==> config.mk <==
export PLATFORM = sky130hd
export DESIGN_NAME = scan_tap
export DESIGN_NICKNAME = d
export VERILOG_FILES = /design/src/rtl/scan_tap_pkg.sv /design/src/rtl/scan_tap_ctrl.sv /design/src/rtl/scan_tap_dp.sv /design/src/rtl/scan_tap.sv
export SDC_FILE = /design/constraint.sdc
export NUM_CORES = 1
export LEC_CHECK = 0
export BUFFER_PORTS_ARGS = -buffer_cell sky130_fd_sc_hd__buf_2
export CAP_MARGIN = 10
export CORE_MARGIN = 1
export CORE_UTILIZATION = 31
export CTS_CLUSTER_DIAMETER = 80
export DETAILED_ROUTE_END_ITERATION = 10
export HOLD_SLACK_MARGIN = 0.05
export RECOVER_POWER = 25
export SYNTH_ARGS = -nofsm -noshare
export SYNTH_HDL_FRONTEND = slang
export SYNTH_SLANG_ARGS = --single-unit
==> constraint.sdc <==
create_clock -name tck -period 2.3 [get_ports tck]
set_clock_uncertainty 0.1 [all_clocks]
set_input_delay 0.46 -clock tck [delete_from_list [all_inputs] [get_ports tck]]
set_output_delay 0.46 -clock tck [all_outputs]
set_load 0.03 [all_outputs]
==> src/rtl/scan_tap_pkg.sv <==
package scan_tap_pkg;

  localparam int IR_W = 4;
  localparam int ID_W = 32;

  localparam logic [IR_W-1:0] INS_EXTEST = 4'b0000;
  localparam logic [IR_W-1:0] INS_SAMPLE = 4'b0001;
  localparam logic [IR_W-1:0] INS_IDCODE = 4'b0010;
  localparam logic [IR_W-1:0] INS_BYPASS = 4'b1111;
  localparam logic [IR_W-1:0] IR_CAPTURE_VAL = 4'b0001;

  typedef enum logic [3:0] {
    TAP_RESET, TAP_IDLE,
    TAP_SEL_DR, TAP_CAP_DR, TAP_SH_DR, TAP_EX1_DR, TAP_PAUSE_DR, TAP_EX2_DR, TAP_UPD_DR,
    TAP_SEL_IR, TAP_CAP_IR, TAP_SH_IR, TAP_EX1_IR, TAP_PAUSE_IR, TAP_EX2_IR, TAP_UPD_IR
  } tapState_e;

  typedef enum logic [1:0] {SEL_EXTEST, SEL_SAMPLE, SEL_IDCODE, SEL_BYPASS} instrSel_e;

  typedef struct packed {
    logic inReset;
    logic captureDr;
    logic shiftDr;
    logic updateDr;
    logic captureIr;
    logic shiftIr;
    logic updateIr;
  } tapStrobe_t;

endpackage

==> src/rtl/scan_tap_ctrl.sv <==
module scan_tap_ctrl
  import scan_tap_pkg::*;
(
  input  logic       tck,
  input  logic       trstN,
  input  logic       tms,
  output tapState_e  stateQ,
  output tapStrobe_t strobe
);

  tapState_e stateD;

  always_comb begin
    stateD = stateQ;
    unique case (stateQ)
      TAP_RESET:    stateD = tms ? TAP_RESET  : TAP_IDLE;
      TAP_IDLE:     stateD = tms ? TAP_SEL_DR : TAP_IDLE;
      TAP_SEL_DR:   stateD = tms ? TAP_SEL_IR : TAP_CAP_DR;
      TAP_CAP_DR:   stateD = tms ? TAP_EX1_DR : TAP_SH_DR;
      TAP_SH_DR:    stateD = tms ? TAP_EX1_DR : TAP_SH_DR;
      TAP_EX1_DR:   stateD = tms ? TAP_UPD_DR : TAP_PAUSE_DR;
      TAP_PAUSE_DR: stateD = tms ? TAP_EX2_DR : TAP_PAUSE_DR;
      TAP_EX2_DR:   stateD = tms ? TAP_UPD_DR : TAP_SH_DR;
      TAP_UPD_DR:   stateD = tms ? TAP_SEL_DR : TAP_IDLE;
      TAP_SEL_IR:   stateD = tms ? TAP_RESET  : TAP_CAP_IR;
      TAP_CAP_IR:   stateD = tms ? TAP_EX1_IR : TAP_SH_IR;
      TAP_SH_IR:    stateD = tms ? TAP_EX1_IR : TAP_SH_IR;
      TAP_EX1_IR:   stateD = tms ? TAP_UPD_IR : TAP_PAUSE_IR;
      TAP_PAUSE_IR: stateD = tms ? TAP_EX2_IR : TAP_PAUSE_IR;
      TAP_EX2_IR:   stateD = tms ? TAP_UPD_IR : TAP_SH_IR;
      TAP_UPD_IR:   stateD = tms ? TAP_SEL_DR : TAP_IDLE;
      default:      stateD = TAP_RESET;
    endcase
  end

  always_ff @(posedge tck or negedge trstN) begin
    if (!trstN) stateQ <= TAP_RESET;
    else        stateQ <= stateD;
  end

  always_comb begin
    strobe.inReset   = (stateQ == TAP_RESET);
    strobe.captureDr = (stateQ == TAP_CAP_DR);
    strobe.shiftDr   = (stateQ == TAP_SH_DR);
    strobe.updateDr  = (stateQ == TAP_UPD_DR);
    strobe.captureIr = (stateQ == TAP_CAP_IR);
    strobe.shiftIr   = (stateQ == TAP_SH_IR);
    strobe.updateIr  = (stateQ == TAP_UPD_IR);
  end

endmodule

==> src/rtl/scan_tap_dp.sv <==
module scan_tap_dp
  import scan_tap_pkg::*;
#(
  parameter logic [ID_W-1:0] ID_VALUE = 32'h1
)
(
  input  logic            tck,
  input  logic            trstN,
  input  logic            tdi,
  input  logic            bsrSerialIn,
  input  tapStrobe_t      strobe,
  output logic            tdo,
  output logic            tdoEn,
  output instrSel_e       instrSel,
  output logic [IR_W-1:0] irActive,
  output logic [IR_W-1:0] irShift
);

  logic [IR_W-1:0] irShiftQ;
  logic [IR_W-1:0] irActiveQ;
  logic [ID_W-1:0] idShiftQ;
  logic            bypassQ;
  logic            drOut;

  // instruction shift stage: capture pattern, then shift toward LSB
  always_ff @(posedge tck or negedge trstN) begin
    if (!trstN)                irShiftQ <= IR_CAPTURE_VAL;
    else if (strobe.captureIr) irShiftQ <= IR_CAPTURE_VAL;
    else if (strobe.shiftIr)   irShiftQ <= {tdi, irShiftQ[IR_W-1:1]};
  end

  // active instruction changes on the falling edge only
  always_ff @(negedge tck or negedge trstN) begin
    if (!trstN)               irActiveQ <= INS_IDCODE;
    else if (strobe.inReset)  irActiveQ <= INS_IDCODE;
    else if (strobe.updateIr) irActiveQ <= irShiftQ;
  end

  always_comb begin
    unique case (irActiveQ)
      INS_EXTEST: instrSel = SEL_EXTEST;
      INS_SAMPLE: instrSel = SEL_SAMPLE;
      INS_IDCODE: instrSel = SEL_IDCODE;
      default:    instrSel = SEL_BYPASS;
    endcase
  end

  always_ff @(posedge tck or negedge trstN) begin
    if (!trstN)                                            idShiftQ <= '0;
    else if (strobe.captureDr && instrSel == SEL_IDCODE)   idShiftQ <= ID_VALUE;
    else if (strobe.shiftDr && instrSel == SEL_IDCODE)     idShiftQ <= {tdi, idShiftQ[ID_W-1:1]};
  end

  always_ff @(posedge tck or negedge trstN) begin
    if (!trstN)                bypassQ <= 1'b0;
    else if (strobe.captureDr) bypassQ <= 1'b0;
    else if (strobe.shiftDr)   bypassQ <= tdi;
  end

  always_comb begin
    unique case (instrSel)
      SEL_IDCODE: drOut = idShiftQ[0];
      SEL_BYPASS: drOut = bypassQ;
      default:    drOut = bsrSerialIn;
    endcase
  end

  always_ff @(negedge tck or negedge trstN) begin
    if (!trstN) begin
      tdo   <= 1'b0;
      tdoEn <= 1'b0;
    end else begin
      tdoEn <= strobe.shiftDr | strobe.shiftIr;
      if (strobe.shiftDr)      tdo <= drOut;
      else if (strobe.shiftIr) tdo <= irShiftQ[0];
    end
  end

  assign irActive = irActiveQ;
  assign irShift  = irShiftQ;

endmodule

==> src/rtl/scan_tap.sv <==
module scan_tap
  import scan_tap_pkg::*;
#(
  parameter logic [3:0]  ID_VERSION = 4'h1,
  parameter logic [15:0] ID_PART    = 16'hA5C3,
  parameter logic [10:0] ID_MANUF   = 11'h2B9
)
(
  input  logic tck,
  input  logic trstN,
  input  logic tms,
  input  logic tdi,
  input  logic bsrSerialIn,
  output logic tdo,
  output logic tdoEn,
  output logic dataCapture,
  output logic dataShift,
  output logic dataUpdate,
  output logic selExtest,
  output logic selSamplePreload,
  output logic selIdcode,
  output logic selBypass
);

  localparam logic [ID_W-1:0] ID_VALUE = {ID_VERSION, ID_PART, ID_MANUF, 1'b1};

  tapState_e       ctrlState;
  tapStrobe_t      strobe;
  instrSel_e       instrSel;
  logic [IR_W-1:0] irActive;
  logic [IR_W-1:0] irShift;

  scan_tap_ctrl i_ctrl (
    .tck    (tck),
    .trstN  (trstN),
    .tms    (tms),
    .stateQ (ctrlState),
    .strobe (strobe)
  );

  scan_tap_dp #(.ID_VALUE(ID_VALUE)) i_dp (
    .tck         (tck),
    .trstN       (trstN),
    .tdi         (tdi),
    .bsrSerialIn (bsrSerialIn),
    .strobe      (strobe),
    .tdo         (tdo),
    .tdoEn       (tdoEn),
    .instrSel    (instrSel),
    .irActive    (irActive),
    .irShift     (irShift)
  );

  assign dataCapture      = strobe.captureDr;
  assign dataShift        = strobe.shiftDr;
  assign dataUpdate       = strobe.updateDr;
  assign selExtest        = (instrSel == SEL_EXTEST);
  assign selSamplePreload = (instrSel == SEL_SAMPLE);
  assign selIdcode        = (instrSel == SEL_IDCODE);
  assign selBypass        = (instrSel == SEL_BYPASS);

endmodule

==> results.txt, run 1 <==
----------------------------------------------------
[Timing]
  Setup violators final ... 50
  Hold violation total from the final report ... 0
  RSZ-0062 raised after global routing ... yes
  Smallest setup slack after layout ... -1060 ps
  WHS ... between 300 and 400 ps
  Fin. max-slew vios ... 0
  Headroom to the max-slew limit ... between 50% and 60%
  Transition at the pin with the smallest max-transition slack ... between 700 and 800 ps

[Power]
  Worst VDD drop ... between 0.7 and 0.8 mV
  Switching Share ... a little over a third
  Power share of the sequential group ... 29.2%
  Internal Dissipation ... ~2.9 mW
  Leakage power ... 1.48 nW
  Logic pwr share ... between 50% and 60%
  Power density over cell area ... 1400 nW/um^2
  Post-layout total power ... about 4.5 mW
  Switching power ... between 1.5 and 2 mW
  Clk pwr share ... ~14%

[Layout]
  Count of inserted antenna diode cells ... 0
  Area of combinational cells with multiple inputs ... around 1100 sq um
  Register area ... 1180 sq um
  Leading cell types in the layout, fill and taps excluded ... 40 x dfrtp_1, 31 x buf_4, 28 x nor2_1
  Post-layout instance area ... between 3000 and 4000 sq um
  Post-synthesis to final-layout area growth ... 38.8%
  Net count reported at finish ... approximately 290
  Number of fill cells ... just under 700
  Share of final-layout standard cells stronger than drive strength 1 ... a little under two fifths
  Most frequent standard cell in the layout excluding fill and tap cells ... dfrtp_1

[Setup path]
  Total stage count of the critical path ... 6
  Number of cells traversed by the worst register-to-register path ... 6
  Cell class contributing the biggest share of worst-path delay ... flip-flops
  CP cell instances ... or4b_4 -> buf_4 -> a211oi_4 -> buf_6 -> clkbuf_16 -> mux2_2
  End of the worst register-to-register path ... i_dp.idShiftQ[2]$_DFFE_PN0P_
  Critical Path Source ... i_dp.irActive[1]$_DFFE_NN1P_
  Critical Path Sink Type ... flop
  Timing endpoint of the critical path ... i_dp.idShiftQ[2]$_DFFE_PN0P_
  Number of buffer and inverter stages on the critical path ... 3
  Register-to-Register Setup Slack ... -1060 ps
  Max FO, Critical Path ... 6
  Critical register-to-register path startpoint ... i_dp.irActive[1]$_DFFE_NN1P_
  Critical path's slowest cell ... dfstp_2
  Stage delay of the slowest cell on the critical path ... about 520 ps
  Crit path arrival time ... 3460 ps
  Type of the setup path with the least slack ... reg -> reg
  Data required time at the worst endpoint ... 2400 ps
  Startpoint type of the worst setup path ... flop

[Logic synthesis]
  Post-synthesis mux area share ... approximately 15%
  Largest cells by area after synthesis ... dfrtp_1 43%, mux2i_1 7.8%, dfrtn_1 5.4%
  Top-area cell type share of the netlist area ... approximately 43%
  Synth cell types ... between 40 and 50
  Sequential fraction of the synthesis area ... roughly 51%
  Synth warnings ... 0
  Avg Inst Size Synth ... about 10 sq um
  Synthesized area ... 2320 sq um
  XOR/XNOR Fraction of Synth Area ... 0%
  Biggest area consumer among synthesized cells ... dfrtp_1
  Compound-Gate Fraction of Synth Area ... between 9 and 10%
  Fraction of the mapped netlist area in adder cells ... 0%
  Flops & latches, synth ... 47
  Dominant combinational cell family by area after synthesis ... simple AND/OR/NAND/NOR gates
  Syn Nets ... roughly 230
  Number of instances in the synthesized netlist ... between 200 and 250
  Simple-gate area share of the yosys netlist ... a little under a fifth

[Clock network]
  Clock buffers created by TritonCTS ... 5
  Latest clock arrival within the worst-skew pair ... around 350 ps
  CTS tree ... yes
  Post-CTS clock slew at the launch and capture registers of the worst setup and hold paths ... around 90 ps
  Clk root buf ... clkbuf_8
  Clock tree buffer depth ... 2
  Sink count of the clock tree ... 47
  H-tree levels ... 2

[Hold path]
  Path category of the worst min-delay check ... in -> reg

[Global routing]
  Met2 Usage GRT ... 22.7%
  Global-route usage over all layers ... about 14%
  Global Route met3 Usage ... under 10%
  Antenna violations before repair ... 0
  Global-route wire length before repair ... about 8.5 mm
  Global route hottest layer ... met2
  Largest net degree at the start of global routing ... 33
  Met1 global-route usage ... between 10% and 20%
  Vias in the first global route ... 1805
  Global-route congestion overflow total ... 0

[Die]
  Area inside the core boundary ... approximately 7300 sq um
  Die Span Y ... between 80 and 90 um
  Number of ports placed on the die boundary ... 14
  Row count ... 31
  Total die area ... 7850 sq um
  Starting density of the core ... roughly a third
  Die Span X ... 88.6 um

[Routing]
  Detailed-route via count ... 1784
  Remaining routing DRC violations ... 0
  DR pass1 iterations ... 4
  Avg WL per Cell ... 13.0 um
  DRT iter0 DRCs ... 47
  Post-route antenna net violation count ... 0
  Total wire length after detailed routing ... around 5.0 mm
  Number of vias per cell ... 4.65

[Outcome]
  Failing checks ... setup timing
  Run status ... complete, but fails checks

[Placed design]
  Dpl hpwl ... ~3 mm
  Cell area after placement ... 2700 sq um
  Number of input and output port buffers inserted ... 13
  Final RePlAce weighted congestion ... 0.836

[Run]
  Max-capacitance violation count ... 0

----------------------------------------------------
## worst register-to-register path, delay by kind of cell, from the launching register on
kind	cells	cell delay, ps
compound gates	1	190
buf+inv	3	470
flops	1	520
mux	1	320
simple gates	1	470
## repair_timing
item,CTS,global route
endpoints found under the hold margin,4,0
setup endpoints to repair,44,45
pin swaps,12,4
setup buffers,16,8
cloned,2,1
resized for setup,41,11
hold buffers,1,0
## final cells by class
| type | count | share of cell area (%) |
|---|---|---|
| Clock inverter | 4 | 1.55 |
| Sequential cell | 47 | 36.5 |
| Timing Repair Buffer | 66 | 19.7 |
| Tap cell | 99 | 3.84 |
| Multi-Input combinational cell | 142 | 33.7 |
| Clock buffer | 5 | 2.13 |
| Inverter | 21 | 2.52 |
## routing by layer
| metal | wire, um | vias up |
|---|---|---|
| met5 | 0 | - |
| met4 | 108 | 0 |
| met3 | 178 | 16 |
| met2 | 2350 | 34 |
| met1 | 2370 | 863 |
| li1 | - | 871 |
## cells in the mapped netlist
| cell type | count |
|---|---|
| nand4b_1 | 1 |
| o32a_1 | 1 |
| dfstp_2 | 2 |
| or4b_2 | 1 |
| a22oi_1 | 1 |
| o21a_1 | 1 |
| or3b_2 | 1 |
| and4bb_2 | 1 |
| o31ai_1 | 1 |
| buf_4 | 1 |
| nand2b_1 | 1 |
| buf_6 | 2 |
| dfrtp_1 | 40 |
| a21o_1 | 1 |
| inv_1 | 22 |
| a211oi_4 | 1 |
| nand4_1 | 1 |
| nor2b_1 | 13 |
| a211oi_1 | 1 |
| nor2_1 | 28 |
| o211ai_1 | 2 |
| nor3_1 | 2 |
| mux2_2 | 11 |
| nand3_1 | 1 |
| nand3b_1 | 2 |
| clkbuf_1 | 11 |
| nor4b_1 | 6 |
| mux2_1 | 4 |
| and2_1 | 2 |
| nor4_1 | 1 |
| or4b_4 | 1 |
| mux2i_1 | 18 |
| or3_1 | 1 |
| and3_1 | 1 |
| dfrtn_1 | 5 |
| nor3b_1 | 1 |
| buf_2 | 2 |
| a21oi_1 | 9 |
| o21ai_0 | 8 |
| a211o_1 | 1 |
| buf_1 | 1 |
| nand2_1 | 12 |
| o22ai_1 | 4 |
| o221ai_1 | 1 |
## per-stage QoR
stage          cells  setup WS (ps)  setup TNS (ps)  util [%]
4_1_cts          378          -1050          -36180      43.3
2_1_floorplan    228           -919          -30160         -
3_3_place_gp     352           -815          -27710      37.2
5_1_grt          384          -1100          -39020      44.5
3_5_place_dp     352           -849          -28600      37.2
6_report         384          -1060          -35930      44.5
## flip-flops by register name, indices dropped and copies added, names as in the netlist
| signal | cells |
|---|---|
| i_dp.irShift | 4 |
| i_dp.tdo | 1 |
| i_dp.tdoEn | 1 |
| i_ctrl.stateQ | 4 |
| i_dp.idShiftQ | 32 |
| i_dp.bypassQ | 1 |
| i_dp.irActive | 4 |
## cell families after synthesis
family	Yosys count
AND/OR/NAND/NOR	77
flip-flops	47
buffers and inverters	39
multiplexers	33
AO/OA/AOI/OAI	32
## worst min-delay path by stage
stage / from / endpoint / slack [ps] / depth (start not counted)
floorplan: trstN / i_ctrl.stateQ[0]$_DFF_PN0_ / 60 / 0
finish: tdi / i_dp.irShift[3]$_DFFE_PN0N_ / 320 / 3
global route: tdi / i_dp.irShift[3]$_DFFE_PN0N_ / 310 / 3
detailed placement: trstN / i_dp.bypassQ$_DFFE_PN0P_ / 260 / 1
global placement: trstN / i_dp.bypassQ$_DFFE_PN0P_ / 260 / 1
CTS: tdi / i_dp.irShift[3]$_DFFE_PN0N_ / 320 / 3
## power groups by stage
stage	combinational [mW]	clock [mW]	sequential [mW]
after floorplan	1.34	0.00544	1.33
after global placement	1.85	0.00544	1.31
after detailed placement	1.89	0.00544	1.32
after CTS	2.44	0.646	1.32
after global routing	2.78	0.694	1.35
final	2.56	0.639	1.32
No activity file was read; power rests on OpenSTA's default activity.
==> run 2: changes to the inputs <==
- CORE_UTILIZATION: 31 -> 56
- PLACE_DENSITY: unset -> 0.74
==> results.txt, run 2 (same netlist as run 1, synthesis figures left out) <==
----------------------------------------------------
[Setup path]
  Critical Path Sink Type ... flop
  Timing endpoint of the critical path ... i_dp.idShiftQ[29]$_DFFE_PN0P_
  Register-to-Register Setup Slack ... -1070 ps (about the same)
  End of the worst register-to-register path ... i_dp.idShiftQ[29]$_DFFE_PN0P_
  Startpoint type of the worst setup path ... flop
  Critical register-to-register path startpoint ... i_dp.irActive[1]$_DFFE_NN1P_
  Stage delay of the slowest cell on the critical path ... 510 ps (about the same)
  Critical path's slowest cell ... dfstp_2
  CP cell instances ... or4b_4 -> buf_4 -> a211oi_4 -> buf_6 -> clkbuf_16 -> mux2_1
  Max FO, Critical Path ... 6 (unchanged)
  Data required time at the worst endpoint ... 2390 ps (about the same)
  Number of buffer and inverter stages on the critical path ... 3 (unchanged)
  Total stage count of the critical path ... 6 (unchanged)
  Cell class contributing the biggest share of worst-path delay ... flip-flops
  Crit path arrival time ... 3460 ps (about the same)
  Number of cells traversed by the worst register-to-register path ... 6 (unchanged)
  Critical Path Source ... i_dp.irActive[1]$_DFFE_NN1P_
  Type of the setup path with the least slack ... reg -> reg

[Layout]
  Share of final-layout standard cells stronger than drive strength 1 ... 34.3% (-2.5 points)
  Most frequent standard cell in the layout excluding fill and tap cells ... dfrtp_1
  Count of inserted antenna diode cells ... 0 (unchanged)
  Final cell count without fillers ... 324 (-16%)
  Max reg flops ... 32 (unchanged)
  Final Core Density ... 75.6% (+31 points)
  Post-layout instance area ... 3030 sq um (-6.2%)
  Net count reported at finish ... 278 (-3.8%)
  Reg with most FFs ... i_dp.idShiftQ
  Number of fill cells ... 253 (-63%)
  Post-synthesis to final-layout area growth ... 30.1%
  Leading cell types in the layout, fill and taps excluded ... 40 x dfrtp_1, 28 x nor2_1, 26 x buf_4

[Die]
  Total die area ... 4410 sq um (-44%)
  Row count ... 23 (-26%)
  Area inside the core boundary ... 4000 sq um (-45%)
  Starting density of the core ... 58.1% (+26 points)
  Number of ports placed on the die boundary ... 14 (unchanged)
  Die Span X ... 66.4 um (-25%)
  Die Span Y ... 66.4 um (-25%)

[Placed design]
  Dpl hpwl ... 2.92 mm (-3.9%)
  Number of instances in the placed design ... 299 (-15%)
  Cell area after placement ... 2610 sq um (-3.4%)
  Final RePlAce weighted congestion ... 0.790 (-5.4%)
  Number of input and output port buffers inserted ... 13 (unchanged)
  Worst slack at placement ... -833 ps (+15.4 ps)

[Routing]
  Total wire length after detailed routing ... 5.34 mm (+6.8%)
  DRT iter0 DRCs ... 170 (+260%)
  DR pass1 iterations ... 4 (unchanged)
  Remaining routing DRC violations ... 0 (unchanged)
  Detailed-route via count ... 1798 (+0.78%)
  Avg WL per Cell ... 16.5 um (+27%)
  Post-route antenna net violation count ... 0 (unchanged)
  Number of vias per cell ... 5.55 (+19%)

[Timing]
  Smallest setup slack after layout ... -1070 ps (-8.07 ps)
  Headroom to the max-slew limit ... 46.8% (-3.9 points)
  Fin. max-slew vios ... 0 (unchanged)
  Transition at the pin with the smallest max-transition slack ... 799 ps (+59.2 ps)
  RSZ-0062 raised after global routing ... yes
  Hold violation total from the final report ... 0 (unchanged)
  WHS ... 324 ps (+7.71 ps)
  Total Neg Setup Slack ... -37010 ps (-1080 ps)
  Setup violators final ... 44 (-12%)

[Clock network]
  Sink count of the clock tree ... 47 (unchanged)
  Clock tree buffer depth ... 2 (unchanged)
  Hold-fix buffers at CTS ... 0 (-1)
  CTS tree ... yes
  Clk root buf ... clkbuf_8
  H-tree levels ... 2 (unchanged)
  Clock buffers created by TritonCTS ... 5 (unchanged)
  Post-CTS clock slew at the launch and capture registers of the worst setup and hold paths ... 90 ps (about the same)
  Latest clock arrival within the worst-skew pair ... 360 ps (about the same)

[Outcome]
  Run status ... complete, but fails checks
  Failing checks ... setup timing

[Global routing]
  Global-route wire length before repair ... 7.90 mm (-7.1%)
  Largest net degree at the start of global routing ... 34 (+3.0%)
  Global-route congestion overflow total ... 0 (unchanged)
  Antenna violations before repair ... 0 (unchanged)
  Vias in the first global route ... 1710 (-5.3%)
  Global-route usage over all layers ... 24.5% (+10 points)

[Run]
  Max-capacitance violation count ... 0 (unchanged)

[Power]
  Post-layout total power ... 4.36 mW (-3.4%)
  Power density over cell area ... 1440 nW/um^2 (+2.9%)
  Leakage power ... 1.41 nW (-4.9%)
  Worst VDD drop ... 0.656 mV (-11%)

[Hold path]
  Path category of the worst min-delay check ... in -> reg

----------------------------------------------------
## run 2: cell types whose count changed in the layout (fill, tap and decap cells not counted), sizes merged
cell         previous run  this run
buf                    60        50
bufbuf                  1         0
clkbuf                  9        11
clkinvlp                1         0
dlygate4sd3             1         0
## run 2: power by group
group | switching, mW | internal [mW]
registers | 0.171 | 1.15
clock network | 0.301 | 0.360
logic | 1.14 | 1.24
## run 2: cell type report
type	instances	area [sq um]	area share, %
Multi-Input combinational cell	142	1080	35.6
Sequential cell	47	1180	39.0
Clock inverter	3	42.5	1.41
Timing Repair Buffer	55	499	16.5
Clock buffer	6	82.6	2.73
Inverter	21	81.3	2.69
Tap cell	50	62.6	2.07
## run 2: worst min-delay path by stage
stage               slack [ps]                            end                          start  depth (start not counted)
global route               350    i_dp.irShift[3]$_DFFE_PN0N_                            tdi                          3
finish                     320    i_dp.irShift[3]$_DFFE_PN0N_                            tdi                          3
detailed placement         370  i_dp.idShiftQ[24]$_DFFE_PN0P_  i_dp.idShiftQ[24]$_DFFE_PN0P_                          1
global placement           360  i_dp.idShiftQ[16]$_DFFE_PN0P_  i_dp.idShiftQ[16]$_DFFE_PN0P_                          1
floorplan                   60     i_ctrl.stateQ[0]$_DFF_PN0_                          trstN                          0
CTS                        130     i_ctrl.stateQ[3]$_DFF_PN0_                          trstN                          2
## run 2: worst min-delay path: stages
cell     delay (ps)
buf_2           110
nand2_1          50
o21ai_0          60
## run 2: repair_timing
action                                  4_1_cts  5_1_grt
cloned                                        0        3
endpoints found under the setup margin       45       45
resized for setup                            30        8
pin swaps                                    10        3
setup buffers                                10        7
## run 2: metal layers
metal	GRT usage (%)	routed length, um
met1	32.1	2450
met2	37.6	2570
met3	6.38	198
met4	11.2	134
met5	0	0
